--- src/rtl/vid_step_pkg.sv ---
package vid_step_pkg;
  localparam int unsigned CODE_W = 6;
  localparam logic [CODE_W-1:0] CODE_FLOOR   = 6'd28;
  localparam logic [CODE_W-1:0] CODE_NOMINAL = 6'h30;

  typedef enum logic [1:0] {
    ST_IDLE,
    ST_FETCH,
    ST_OFFER,
    ST_WAIT
  } ctl_state_e;
endpackage

--- src/rtl/vid_us_timer.sv ---
module vid_us_timer #(
  parameter int unsigned US_DIV  = 125,
  parameter int unsigned DELAY_W = 20
) (
  input  logic               clk,
  input  logic               rst_n,
  input  logic               clr_i,
  input  logic [DELAY_W-1:0] delay_i,
  output logic               elapsed_o
);
  localparam int unsigned PRE_W = (US_DIV > 1) ? $clog2(US_DIV) : 1;
  localparam logic [PRE_W-1:0] PRE_LAST = PRE_W'(US_DIV - 1);
  localparam logic [DELAY_W-1:0] US_MAX = '1;

  logic [PRE_W-1:0]   pre_q;
  logic [DELAY_W-1:0] us_q;

  always_ff @(posedge clk or negedge rst_n) begin
    if (!rst_n) begin
      pre_q <= '0;
      us_q  <= '0;
    end else if (clr_i) begin
      pre_q <= '0;
      us_q  <= '0;
    end else if (pre_q == PRE_LAST) begin
      pre_q <= '0;
      if (us_q != US_MAX) us_q <= us_q + 1'b1;
    end else begin
      pre_q <= pre_q + 1'b1;
    end
  end

  assign elapsed_o = (us_q >= delay_i);
endmodule

--- src/rtl/vid_code_math.sv ---
module vid_code_math
  import vid_step_pkg::*;
(
  input  logic [CODE_W-1:0] cur_i,
  input  logic [CODE_W-1:0] step_i,
  input  logic              down_i,
  output logic [CODE_W-1:0] nxt_o,
  output logic              differs_o
);
  logic [CODE_W:0] sum_w;
  logic [CODE_W:0] low_lim_w;

  always_comb begin
    sum_w     = {1'b0, cur_i} + {1'b0, step_i};
    low_lim_w = {1'b0, step_i} + {1'b0, CODE_FLOOR};
    if (down_i) begin
      // saturate at the floor code rather than wrapping below it
      if ({1'b0, cur_i} < low_lim_w) nxt_o = CODE_FLOOR;
      else                            nxt_o = cur_i - step_i;
    end else begin
      // ramp toward the nominal code, never past it
      if (cur_i >= CODE_NOMINAL)              nxt_o = cur_i;
      else if (sum_w >= {1'b0, CODE_NOMINAL}) nxt_o = CODE_NOMINAL;
      else                                    nxt_o = sum_w[CODE_W-1:0];
    end
    differs_o = (nxt_o != cur_i);
  end
endmodule

--- src/rtl/vid_code_reg.sv ---
module vid_code_reg
  import vid_step_pkg::*;
(
  input  logic              clk,
  input  logic              rst_n,
  input  logic              load_i,
  input  logic [CODE_W-1:0] load_code_i,
  input  logic              ack_i,
  output logic [CODE_W-1:0] code_o,
  output logic              avail_o,
  output logic              xfer_o
);
  assign xfer_o = avail_o & ack_i;

  always_ff @(posedge clk or negedge rst_n) begin
    if (!rst_n) begin
      code_o  <= '0;
      avail_o <= 1'b0;
    end else if (load_i) begin
      code_o  <= load_code_i;
      avail_o <= 1'b1;
    end else if (xfer_o) begin
      avail_o <= 1'b0;
    end
  end

  // an offered code holds under back-pressure
  a_r2_hold_code: assert property (@(posedge clk) disable iff (!rst_n)
    (avail_o && !ack_i) |=> (avail_o && $stable(code_o)));

  // a new code is never loaded over one not yet taken
  a_r2_no_overwrite: assert property (@(posedge clk) disable iff (!rst_n)
    load_i |-> !avail_o);
endmodule

--- src/rtl/vid_step_ctrl.sv ---
module vid_step_ctrl
  import vid_step_pkg::*;
#(
  parameter int unsigned US_DIV  = 125,
  parameter int unsigned DELAY_W = 20
) (
  input  logic               clk,
  input  logic               rst_n,
  input  logic               start_i,
  input  logic               dyn_en_i,
  input  logic               fuse_en_i,
  input  logic               dev_support_i,
  input  logic               fuse_bit4_i,
  input  logic               grade_ext_i,
  input  logic [CODE_W-1:0]  step_i,
  input  logic [DELAY_W-1:0] delay_us_i,
  output logic               fuse_req_o,
  input  logic               fuse_valid_i,
  input  logic [CODE_W-1:0]  fuse_code_i,
  input  logic               code_ack_i,
  output logic [CODE_W-1:0]  code_o,
  output logic               code_avail_o,
  output logic               active_o,
  output logic [CODE_W-1:0]  latest_code_o
);
  ctl_state_e        state_q, state_d;
  logic              en_all;
  logic              elapsed;
  logic              timer_clr;
  logic              xfer;
  logic [CODE_W-1:0] calc_code;
  logic              calc_differs;
  logic              do_compute;
  logic              do_step;
  logic              load;
  logic [CODE_W-1:0] load_code;
  logic              active_q;
  logic [CODE_W-1:0] latest_q;

  assign en_all = dyn_en_i & fuse_en_i & dev_support_i & fuse_bit4_i;

  vid_us_timer #(.US_DIV(US_DIV), .DELAY_W(DELAY_W)) timer_i (
    .clk       (clk),
    .rst_n     (rst_n),
    .clr_i     (timer_clr),
    .delay_i   (delay_us_i),
    .elapsed_o (elapsed)
  );

  vid_code_math math_i (
    .cur_i     (code_o),
    .step_i    (step_i),
    .down_i    (en_all),
    .nxt_o     (calc_code),
    .differs_o (calc_differs)
  );

  vid_code_reg creg_i (
    .clk         (clk),
    .rst_n       (rst_n),
    .load_i      (load),
    .load_code_i (load_code),
    .ack_i       (code_ack_i),
    .code_o      (code_o),
    .avail_o     (code_avail_o),
    .xfer_o      (xfer)
  );

  assign do_compute = (state_q == ST_WAIT) && elapsed;
  // adaptive mode only moves the code for the extended grade
  assign do_step    = do_compute && calc_differs && (!en_all || grade_ext_i);
  assign timer_clr  = (state_q != ST_WAIT) || elapsed;
  assign fuse_req_o = (state_q == ST_FETCH);

  always_comb begin
    load      = 1'b0;
    load_code = calc_code;
    state_d   = state_q;
    unique case (state_q)
      ST_IDLE:  if (start_i) state_d = ST_FETCH;
      ST_FETCH: if (fuse_valid_i) begin
        load      = 1'b1;
        load_code = fuse_code_i;
        state_d   = ST_OFFER;
      end
      ST_OFFER: if (xfer) state_d = ST_WAIT;
      ST_WAIT:  if (do_step) begin
        load    = 1'b1;
        state_d = ST_OFFER;
      end
      default:  state_d = ST_IDLE;
    endcase
  end

  always_ff @(posedge clk or negedge rst_n) begin
    if (!rst_n) begin
      state_q  <= ST_IDLE;
      active_q <= 1'b0;
      latest_q <= '0;
    end else begin
      state_q <= state_d;
      if (!en_all) begin
        active_q <= 1'b0;
        latest_q <= '0;
      end else begin
        if (do_compute) active_q <= 1'b1;
        if (do_step)    latest_q <= calc_code;
      end
    end
  end

  assign active_o      = active_q;
  assign latest_code_o = latest_q;

  // no fuse request unless start was sampled
  a_r1_start_gate: assert property (@(posedge clk) disable iff (!rst_n)
    $rose(fuse_req_o) |-> $past(start_i));

  // an adaptive step never lands below the floor code
  a_r4_floor: assert property (@(posedge clk) disable iff (!rst_n)
    (do_step && en_all) |=> (code_o >= CODE_FLOOR));

  // a static step never lands above the nominal code
  a_r3_ceiling: assert property (@(posedge clk) disable iff (!rst_n)
    (do_step && !en_all) |=> (code_o <= CODE_NOMINAL));

  // losing an enable term drops active status
  a_r9_drop_active: assert property (@(posedge clk) disable iff (!rst_n)
    !en_all |=> (!active_o && latest_code_o == '0));
endmodule

--- config.mk ---
export PLATFORM = sky130hd
export DESIGN_NAME = vid_step_ctrl
export DESIGN_NICKNAME = d
export VERILOG_FILES = /design/src/rtl/vid_step_pkg.sv /design/src/rtl/vid_us_timer.sv /design/src/rtl/vid_code_math.sv /design/src/rtl/vid_code_reg.sv /design/src/rtl/vid_step_ctrl.sv
export SDC_FILE = /design/constraint.sdc
export NUM_CORES = 1
export LEC_CHECK = 0
export ABC_CLOCK_PERIOD_IN_PS = 4300
export BUFFER_PORTS_ARGS = -buffer_cell sky130_fd_sc_hd__buf_4
export CORE_MARGIN = 4
export CORE_UTILIZATION = 58
export CTS_CLUSTER_DIAMETER = 100
export CTS_CLUSTER_SIZE = 8
export DETAILED_ROUTE_END_ITERATION = 16
export PLACE_DENSITY = 0.81
export SLEW_MARGIN = 30
export SYNTH_ARGS = -nofsm -noshare
export SYNTH_HDL_FRONTEND = slang
export SYNTH_SLANG_ARGS = --single-unit
export TNS_END_PERCENT = 50
--- constraint.sdc ---
create_clock -name clk -period 4.3 [get_ports clk]
set_input_delay 0 -clock clk [delete_from_list [all_inputs] [get_ports clk]]
set_output_delay 0 -clock clk [all_outputs]
set_load 0.02 [all_outputs]
==> results of run 1 <==
==> cells in the mapped netlist (all sizes together), types with 5 or more instances <==
| cell type | number |
|---|---|
| nor2 | 50 |
| a21o | 5 |
| o21ai | 18 |
| a21oi | 24 |
| nor3 | 9 |
| nand4 | 8 |
| clkbuf | 10 |
| inv | 38 |
| dfrtp | 43 |
| nand2b | 11 |
| nand2 | 38 |
| nand3 | 15 |
| o211ai | 5 |
| or3 | 6 |
| xor2 | 15 |
| mux2i | 12 |
| ha | 38 |
| nor2b | 5 |
| xnor2 | 15 |
==> kinds of logic after synthesis <==
group / Yosys count / synth area share
buf+inv: 51 / 0.0569
flops: 43 / 0.295
fa+ha+maj: 40 / 0.141
simple gates: 161 / 0.216
mux: 13 / 0.0360
compound gates: 88 / 0.182
xor+xnor: 30 / 0.0720
==> flip-flops by register name (all words and copies together) (netlist names) <==
register	flops
creg_i.avail_o	1
latest_code_o	6
timer_i.us_q	20
active_o	1
state_q	2
timer_i.pre_q	7
creg_i.code_o	6
==> path summary, 6_finish.rpt <==
| check | startpoint | end | slack, ps |
|---|---|---|---|
| max | creg_i.code_o[0]$_DFFE_PN0P_ | creg_i.avail_o$_DFFE_PN0P_ | 530 |
| min | fuse_code_i[3] | creg_i.code_o[3]$_DFFE_PN0P_ | 30 |
| max reg2reg | creg_i.code_o[0]$_DFFE_PN0P_ | creg_i.avail_o$_DFFE_PN0P_ | 530 |
| min reg2reg | active_o$_DFFE_PN0P_ | active_o$_DFFE_PN0P_ | 520 |
| max in group asynchronous | rst_n | creg_i.code_o[1]$_DFFE_PN0P_ | 3700 |
| min in group asynchronous | rst_n | timer_i.us_q[13]$_DFFE_PN0P_ | 220 |
==> what timing repair did <==
item / 4_1_cts / 5_1_grt
setup buffers: 0 / 0
endpoints found under the hold margin: 47 / 0
hold buffers: 5 / 0
endpoints found under the setup margin: 0 / 0
==> critical path, cell delays in order (launching register included) <==
cell       delay [ps]
dfrtp_1           490
ha_1              270
fa_1              420
nand2b_1          110
a2bb2oi_2         120
a211oi_1          190
a31oi_1            80
o41ai_2           610
a21oi_1           230
a311oi_4          530
a21boi_2          270
a211o_1           320
==> area by class of cell <==
class | instances | area [µm²] | area share
clock buffer | 6 | 72.6 | 0.0170
timing repair buffer | 62 | 478 | 0.112
tap | 75 | 93.8 | 0.0220
multi-input combinational | 332 | 2360 | 0.555
sequential | 43 | 1080 | 0.253
clock inverter | 1 | 30.0 | 0.00705
inverter | 38 | 143 | 0.0335
==> report_power, final <==
group | internal [W] | switching [W]
logic | 0.000507 | 0.000704
clock network | 0.000171 | 0.000139
registers | 0.000455 | 0.000110
==> per-layer routing <==
metal  part of all wire  wire (µm)
met2               0.45       3900
met5                  0          0
met4              0.019        163
met1               0.47       4090
met3              0.064        559
==> layout by cell type, fill, tap and decap left out, drive strengths merged, types with 3 or more instances in the layout <==
cell type	count
and4	4
a2111oi	4
nand4	8
o22ai	3
nand3	15
nor2	50
a211oi	3
or2	3
dfrtp	43
dlygate4sd3	5
a31oi	3
a21oi	24
nor3	9
xnor2	15
or3	6
buf	57
a21o	5
inv	38
and3	4
xor2	15
o211ai	5
a31o	4
a221oi	3
nand2	38
o21ai	18
mux2i	12
clkbuf	6
ha	38
nor2b	5
and2	4
a221o	3
nand2b	11
==> per-stage QoR <==
stage,hold WS (ps),setup WS (ps)
2_1_floorplan,-296,985
3_3_place_gp,16.8,785
3_5_place_dp,25.6,618
4_1_cts,15.6,598
5_1_grt,45.9,332
6_report,31.9,532
==> summary.md, run 1 <==
| Metric | Value |
|---|---|
| Top post-synthesis cells by area | dfrtp_1 30%, ha_1 13%, nor2_1 5.1% |
| Leakage | 2.03 nW |
| Post-CTS resize count | 0 |
| WHS Path Cells | 3 |
| H-Tree Depth | 2 |
| Primary FF master, synth | dfrtp_1 |
| I/O pin total | 57 |
| Biggest area consumer among synthesized cells | dfrtp_1 |
| Syn Inst Count | 426 |
| Synth-to-Final Area Change | 16.7% |
| Drt drc | 0 |
| First-pass GRT wire length | 14.6 mm |
| Cell Rows | 28 |
| Mean post-synth cell area | 8.56 µm² |
| Post-synth EDFFs | 0 |
| Drt initial violations | 215 |
| Final hold viol count | 0 |
| Antenna fix cells | 0 |
| Final period util | 0.876 |
| Crit-path max FO | 9 |
| Area fraction of the dominant cell type after synthesis | 0.295 |
| Met3 Use GR | 0.0341 |
| Drt wl/cell | 15.6 µm |
| CTS tree | yes |
| Fmax | 0.265 GHz |
| Final Instance Area | 4260 µm² |
| Total gr overflow | 0 |
| Pins over their slew limit | 0 |
| Clock root buffer | clkbuf_8 |
| R2R cell count | 11 |
| Grt met1 use | 0.335 |
| Max transition margin | 0.440 |
| Port Buffers | 56 |
| Endpoints failing setup | 0 |
| Data required time of the worst path | 4480 ps |
| Path type of the worst min-delay path | input port to flop |
| Finished Layout Cells | 557 |
| Yosys warnings | 0 |
| RePlAce Congestion | 0.904 |
| Die height | 87.3 µm |
| Final WL | 8.71 mm |
| Maximum clock path buffer count | 2 |
| PwrDens | 490 nW/µm² |
| Initial antenna violation count | 0 |
| Clock Skews | 13.5 ps |
| DR pass1 iterations | 5 |
| Nets | 564 |
| Least-Margin Pin Slew | 838 ps |
| Peak VDD IR | 0.366 mV |
| Clock sink total | 43 |
| Synthesized area | 3650 µm² |
| Layout Utilization | 0.706 |
| Syn nets | 508 |
| Clock-pin slew on the worst setup and hold paths | 90 ps |
| Initial Util | 0.605 |
| Tmin final | 3770 ps |
| Crit path DAT | 3950 ps |
| GR Layer Usage met2 | 0.379 |
| Endpoint class of the critical path | flop |
| RSZ-0062 raised after global routing | false |
| Library cells used by synthesis | 56 |
| Fillers | 487 |
| Via density | 5.90 |
| Detailed Place HPWL | 6.83 mm |
| Largest net degree at the start of global routing | 44 |
| Clk_lat worst skew | 300 ps |
| Max Cap Viol | 0 |
| CTS buffer count | 5 |
| Die width | 87.3 µm |
| Asr flop ratio synth | 1.00 |
| Startpoint Class | flop |
| Placed cells | 545 |
| Status | finished, final reports clean |
| Share of cells above drive strength 1 | 0.170 |
| Die ar. | 7620 µm² |
| Gr busiest metal | met2 |
| DR vias | 3284 |
| Pwr Total | 0.00209 W |
| Antenna viol nets, final | 0 |
| Post-synthesis sequential element count | 43 |
| Setup tns final | 0 ps |
| Critical path type | flop to flop |
| Vias in the first global route | 3167 |
| Placed Area | 4100 µm² |
| Post-synthesis sequential area ratio | 0.295 |
| Core ar. | 6030 µm² |
| Gr usage total | 0.240 |
Note: power is estimated with default switching activity, not from simulation.
==> inputs of run 2 (changes only) <==
Settings changed: ABC_CLOCK_PERIOD_IN_PS 4300 to 4050, CORE_ASPECT_RATIO set to 0.8.
Clock period 4.3 ns to 4.05 ns, I/O delays scaled along.
==> run 2 against run 1 <==
Compared with the run above:
- first-iteration DRC count increased by 15%
- largest cell class unchanged
- wire length rose by 4.1%
- largest power group unchanged
- global-route usage about the same
- worst setup slack got worse by 220 ps
==> summary.md, run 2 (same netlist as run 1, synthesis figures left out) <==
| Metric | Value |
|---|---|
| Status | finished, final reports clean |
| Maximum clock path buffer count | 2 (unchanged) |
| H-Tree Depth | 2 (unchanged) |
| Commonest non-fill, non-tap cells in the layout | 61 x buf_4, 50 x nor2_1, 43 x dfrtp_1, 38 x nand2_1, 38 x ha_1 |
| DR pass1 iterations | 5 (unchanged) |
| Die ar. | 7630 µm² (about the same) |
| Die height | 78.9 µm (-9.6%) |
| Final hold viol count | 0 (unchanged) |
| Antenna fix cells | 0 (unchanged) |
| Setup tns final | 0 ps (unchanged) |
| Startpoint Class | flop |
| Antenna viol nets, final | 0 (unchanged) |
| Port Buffers | 56 (unchanged) |
| Top reg by flops | timer_i.us_q |
| Core ar. | 6010 µm² (-0.33%) |
| Clk_lat worst skew | 300 ps (about the same) |
| Placed cells | 555 (+1.8%) |
| Endpoints failing setup | 0 (unchanged) |
| Drt wl/cell | 16.0 µm (+2.0%) |
| Max FFs per register | 20 (unchanged) |
| Share of cells above drive strength 1 | 0.181 (+0.0106) |
| Final WL | 9.07 mm (+4.1%) |
| Placed Area | 4140 µm² (+0.91%) |
| Clock root buffer | clkbuf_8 |
| Layout Utilization | 0.718 (+0.0111) |
| Detailed Place HPWL | 7.05 mm (+3.2%) |
| Drt initial violations | 248 (+15%) |
| Clock-pin slew on the worst setup and hold paths | 80 ps (about the same) |
| Final Instance Area | 4310 µm² (+1.2%) |
| Crit path DAT | 3930 ps (-20 ps) |
| Via density | 5.87 (-0.47%) |
| Leakage | 2.06 nW (+1.4%) |
| Peak VDD IR | 0.346 mV (-5.6%) |
| Total gr overflow | 0 (unchanged) |
| DR vias | 3333 (+1.5%) |
| Fmax | 0.267 GHz (+0.70%) |
| Biggest regs | timer_i.us_q x20, timer_i.pre_q x7 |
| Crit path cell chain | ha_1 > a2111oi_2 > a21o_1 > a21oi_1 > a2111oi_4 > nand3_2 > a2111oi_4 > a21boi_2 > a211o_1 |
| CP max stage cell | a2111oi_4 |
| Largest net degree at the start of global routing | 44 (unchanged) |
| Max Cap Viol | 0 (unchanged) |
| Commonest non-fill, non-tap cell in the layout | buf_4 |
| First-pass GRT wire length | 15.2 mm (+3.8%) |
| Initial Util | 0.607 (+0.00202) |
| Clock sink total | 43 (unchanged) |
| Clock Skews | 5.01 ps (-8.51 ps) |
| Fillers | 497 (+2.1%) |
| CTS tree | yes |
| Nets | 568 (+0.71%) |
| Critical path type | flop to flop |
| Gr usage total | 0.240 (+0.000307) |
| Synth-to-Final Area Change | 18.1% |
| Least-Margin Pin Slew | 828 ps (-9.58 ps) |
| CTS buffer count | 5 (unchanged) |
| Tmin final | 3740 ps (-26.3 ps) |
| Vias in the first global route | 3171 (+0.13%) |
| Endpoint class of the critical path | flop |
| PwrDens | 536 nW/µm² (+9.4%) |
| Slowest stage delay, CP | 570 ps (-40 ps) |
| Data required time of the worst path | 4230 ps (-250 ps) |
| Post-CTS resize count | 0 (unchanged) |
| Path type of the worst min-delay path | input port to flop |
| Initial antenna violation count | 0 (unchanged) |
| Final period util | 0.924 (+0.0476) |
| Crit-path max FO | 11 (+2) |
| Drt drc | 0 (unchanged) |
| Max transition margin | 0.446 (+0.00591) |
| Cell Rows | 25 (-11%) |
| Pwr Total | 0.00231 W (+11%) |
| Pins over their slew limit | 0 (unchanged) |
| RePlAce Congestion | 0.933 (+3.2%) |
| Finished Layout Cells | 568 (+2.0%) |
| Die width | 96.7 µm (+11%) |
| I/O pin total | 57 (unchanged) |
| Most used cell, CP | a2111oi_4 |
| RSZ-0062 raised after global routing | false |
## run 2: cell types whose count changed in the layout (fill, tap and decap cells not counted), sizes merged
cell | before | now
buf | 57 | 61
clkinv | 0 | 1
## run 2: repair_timing
action	CTS	global route
hold buffers	5	0
endpoints found under the hold margin	47	0
setup buffers	0	0
setup endpoints to repair	0	0
## run 2: where the power goes
part	internal [W]	switching [W]	total, W
Clock	0.000200	0.000151	0.000351
Combinational	0.000569	0.000806	0.00138
Sequential	0.000483	0.000101	0.000585
Total	0.00125	0.00106	0.00231
## run 2: final cells by class
class | instances | area (µm²) | share of cell area
sequential | 43 | 1080 | 0.250
clock inverter | 2 | 35.0 | 0.00813
inverter | 38 | 143 | 0.0331
timing repair buffer | 66 | 508 | 0.118
multi-input combinational | 332 | 2360 | 0.548
tap | 81 | 101 | 0.0235
clock buffer | 6 | 82.6 | 0.0192
## run 2: metal layers
| metal | GRT usage | part of all wire | up-vias |
|---|---|---|---|
| li1 | - | - | 1616 |
| met1 | 0.372 | 0.49 | 1578 |
| met2 | 0.355 | 0.44 | 133 |
| met3 | 0.0351 | 0.065 | 6 |
| met4 | 0.0477 | 0.0054 | 0 |
| met5 | 0 | 0 | - |
## run 2: worst max-delay path: cells and delay by family, from the launching register on
kind	cells	cell delay, ps
compound gates	7	2560
simple gates	1	130
flops	1	520
fa+ha+maj	1	400
## run 2: final timing paths
| path | cells after the start | slack (ps) | start | end |
|---|---|---|---|---|
| max | 9 | 310 | creg_i.code_o[3]$_DFFE_PN0P_ | creg_i.avail_o$_DFFE_PN0P_ |
| min in group asynchronous | 2 | 220 | rst_n | timer_i.us_q[8]$_DFFE_PN0P_ |
| min | 3 | 10 | code_ack_i | creg_i.avail_o$_DFFE_PN0P_ |
| max in group asynchronous | 2 | 3450 | rst_n | state_q[1]$_DFFE_PN0P_ |
| min reg2reg | 1 | 520 | timer_i.pre_q[0]$_DFF_PN0_ | timer_i.pre_q[0]$_DFF_PN0_ |
| max reg2reg | 9 | 310 | creg_i.code_o[3]$_DFFE_PN0P_ | creg_i.avail_o$_DFFE_PN0P_ |
## run 2: stage by stage
| step | setup slack, ps | hold WS [ps] |
|---|---|---|
| 2_1_floorplan | 735 | -296 |
| 3_3_place_gp | 575 | 16.1 |
| 3_5_place_dp | 363 | 21.3 |
| 4_1_cts | 345 | 8.78 |
| 5_1_grt | 29.1 | 3.15 |
| 6_report | 308 | 12.6 |
==> inputs of run 3 (changes only) <==
Settings changed: ABC_CLOCK_PERIOD_IN_PS 4050 to 4100.
Clock period 4.05 ns to 4.1 ns, I/O delays scaled along.
==> run 3 against run 2 <==
Compared with the run above:
- the flow now finishes with violations (hold timing)
- non-clock buffer count down 1
- wire length decreased by 0.51%
- sequential share of layout area rose by 0.058 points
- worst hold slack got worse by 14 ps
- critical path depth stayed put
- largest power group unchanged
- highest routed layer unchanged
==> summary.md, run 3 (same netlist as run 1, synthesis figures left out) <==
| Metric | Value |
|---|---|
| Pins over their slew limit | 0 (unchanged) |
| RePlAce Congestion | 0.933 (about the same) |
| Startpoint Class | flop |
| Hold WS | -1.23 ps (-13.8 ps) |
| Final hold viol count | 1 (+1) |
| Port Buffers | 56 (unchanged) |
| Biggest regs | timer_i.us_q x20, timer_i.pre_q x7 |
| Data required time of the worst path | 4290 ps (+60 ps) |
| Commonest non-fill, non-tap cells in the layout | 61 x buf_4, 50 x nor2_1, 43 x dfrtp_1, 38 x nand2_1, 38 x ha_1 |
| Antenna fix cells | 0 (unchanged) |
| Clock root buffer | clkbuf_8 |
| Final WL | 9.02 mm (-0.51%) |
| Die ar. | 7630 µm² (unchanged) |
| Die width | 96.7 µm (unchanged) |
| Cell Rows | 25 (unchanged) |
| Core ar. | 6010 µm² (unchanged) |
| Path type of the worst min-delay path | input port to flop |
| Maximum clock path buffer count | 2 (unchanged) |
| Total gr overflow | 0 (unchanged) |
| PwrDens | 528 nW/µm² (-1.5%) |
| Share of cells above drive strength 1 | 0.181 (+0.000372) |
| First-pass GRT wire length | 15.2 mm (+0.22%) |
| Gr usage total | 0.240 (about the same) |
| RSZ-0062 raised after global routing | false |
| DR vias | 3371 (+1.1%) |
| I/O pin total | 57 (unchanged) |
| Tmin final | 3760 ps (+17.4 ps) |
| Via density | 5.95 (+1.3%) |
| Fmax | 0.266 GHz (-0.46%) |
| Worst reg2reg setup slack | 340 ps (+30 ps) |
| Endpoints failing setup | 0 (unchanged) |
| Clock sink total | 43 (unchanged) |
| CTS buffer count | 5 (unchanged) |
| Initial Util | 0.607 (unchanged) |
| Status | finished, violations left |
| Max FFs per register | 20 (unchanged) |
| CTS tree | yes |
| Failing checks | hold timing |
| Crit path DAT | 3950 ps (+20 ps) |
| Crit-path max FO | 11 (unchanged) |
| Peak VDD IR | 0.346 mV (about the same) |
| Drt wl/cell | 15.9 µm (-0.33%) |
| Drt drc | 0 (unchanged) |
| Commonest non-fill, non-tap cell in the layout | buf_4 |
| Critical path type | flop to flop |
| Endpoint class of the critical path | flop |
| Max transition margin | 0.415 (-0.0303) |
| DR pass1 iterations | 5 (unchanged) |
| Clk_lat worst skew | 300 ps (about the same) |
| Die height | 78.9 µm (unchanged) |
| Clock Skews | 6.27 ps (+1.25 ps) |
| Leakage | 2.05 nW (-0.20%) |
| Antenna viol nets, final | 0 (unchanged) |
| Synth-to-Final Area Change | 17.9% |
| Detailed Place HPWL | 7.00 mm (-0.72%) |
| Nets | 567 (-0.18%) |
| Setup bufs post-CTS | 0 (unchanged) |
| Least-Margin Pin Slew | 874 ps (+45.3 ps) |
| Pwr Total | 0.00227 W (-1.7%) |
| Vias in the first global route | 3176 (+0.16%) |
| Final period util | 0.917 (-0.00701) |
| H-Tree Depth | 2 (unchanged) |
| Clock-pin slew on the worst setup and hold paths | 80 ps (about the same) |
| Max Cap Viol | 0 (unchanged) |
| Drt initial violations | 245 (-1.2%) |
| Setup tns final | 0 ps (unchanged) |
| Initial antenna violation count | 0 (unchanged) |
| Largest net degree at the start of global routing | 44 (unchanged) |
| Top reg by flops | timer_i.us_q |
-- run 3: changes by cell type in the layout (fill, tap and decap cells not counted), sizes merged --
cell and change:
dlygate4sd3 -1
-- run 3: report_power, final --
part / switching [W] / total [W] / internal [W]
logic: 0.000790 / 0.00135 / 0.000561
registers: 0.0000987 / 0.000576 / 0.000477
clock network: 0.000147 / 0.000344 / 0.000197
total: 0.00104 / 0.00227 / 0.00124
-- run 3: area by class of cell --
type,instances,area [µm²]
timing repair buffer,65,498
sequential,43,1080
multi-input combinational,332,2360
tap,81,101
fill,474,1710
inverter,38,143
clock inverter,2,35.0
clock buffer,6,82.6
-- run 3: what timing repair did --
item,4_1_cts,5_1_grt
endpoints found under the hold margin,46,0
resized for setup,0,0
hold buffers,4,0
-- run 3: through the flow --
step	hold WS, ps	cell area, µm²	worst slack [ps]	utilization	std cells
final	-1.23	4300	341	0.716	567
after global routing	8.32	4300	90.2	0.716	567
after CTS	0.459	4300	391	0.716	567
after detailed placement	18.1	4140	403	0.690	555
after global placement	16.0	4140	625	0.690	555
after floorplan	-296	3650	785	-	426
-- run 3: critical path, stage by stage, from the launching register on --
cell,delay [ps]
dfrtp_1,510
ha_1,390
a2111oi_2,440
a21o_1,390
a21oi_1,170
a2111oi_4,400
nand3_2,130
a2111oi_4,580
a21boi_2,300
a211o_1,330
-- run 3: final timing paths --
kind | start | to | cells after the start
hold / removal | code_ack_i | creg_i.avail_o$_DFFE_PN0P_ | 3
setup / recovery | creg_i.code_o[3]$_DFFE_PN0P_ | creg_i.avail_o$_DFFE_PN0P_ | 9
min in group asynchronous | rst_n | timer_i.us_q[8]$_DFFE_PN0P_ | 2
max in group asynchronous | rst_n | creg_i.code_o[4]$_DFFE_PN0P_ | 2
setup reg to reg | creg_i.code_o[3]$_DFFE_PN0P_ | creg_i.avail_o$_DFFE_PN0P_ | 9
hold reg to reg | timer_i.pre_q[0]$_DFF_PN0_ | timer_i.pre_q[0]$_DFF_PN0_ | 1
-- run 3: metal layers --
metal / wire length (µm) / track usage / vias up
met3: 651 / 0.0457 / 21
met1: 4310 / 0.353 / 1587
met4: 124 / 0.0533 / 0
li1: - / - / 1613
met2: 3930 / 0.368 / 150
met5: 0 / 0 / -
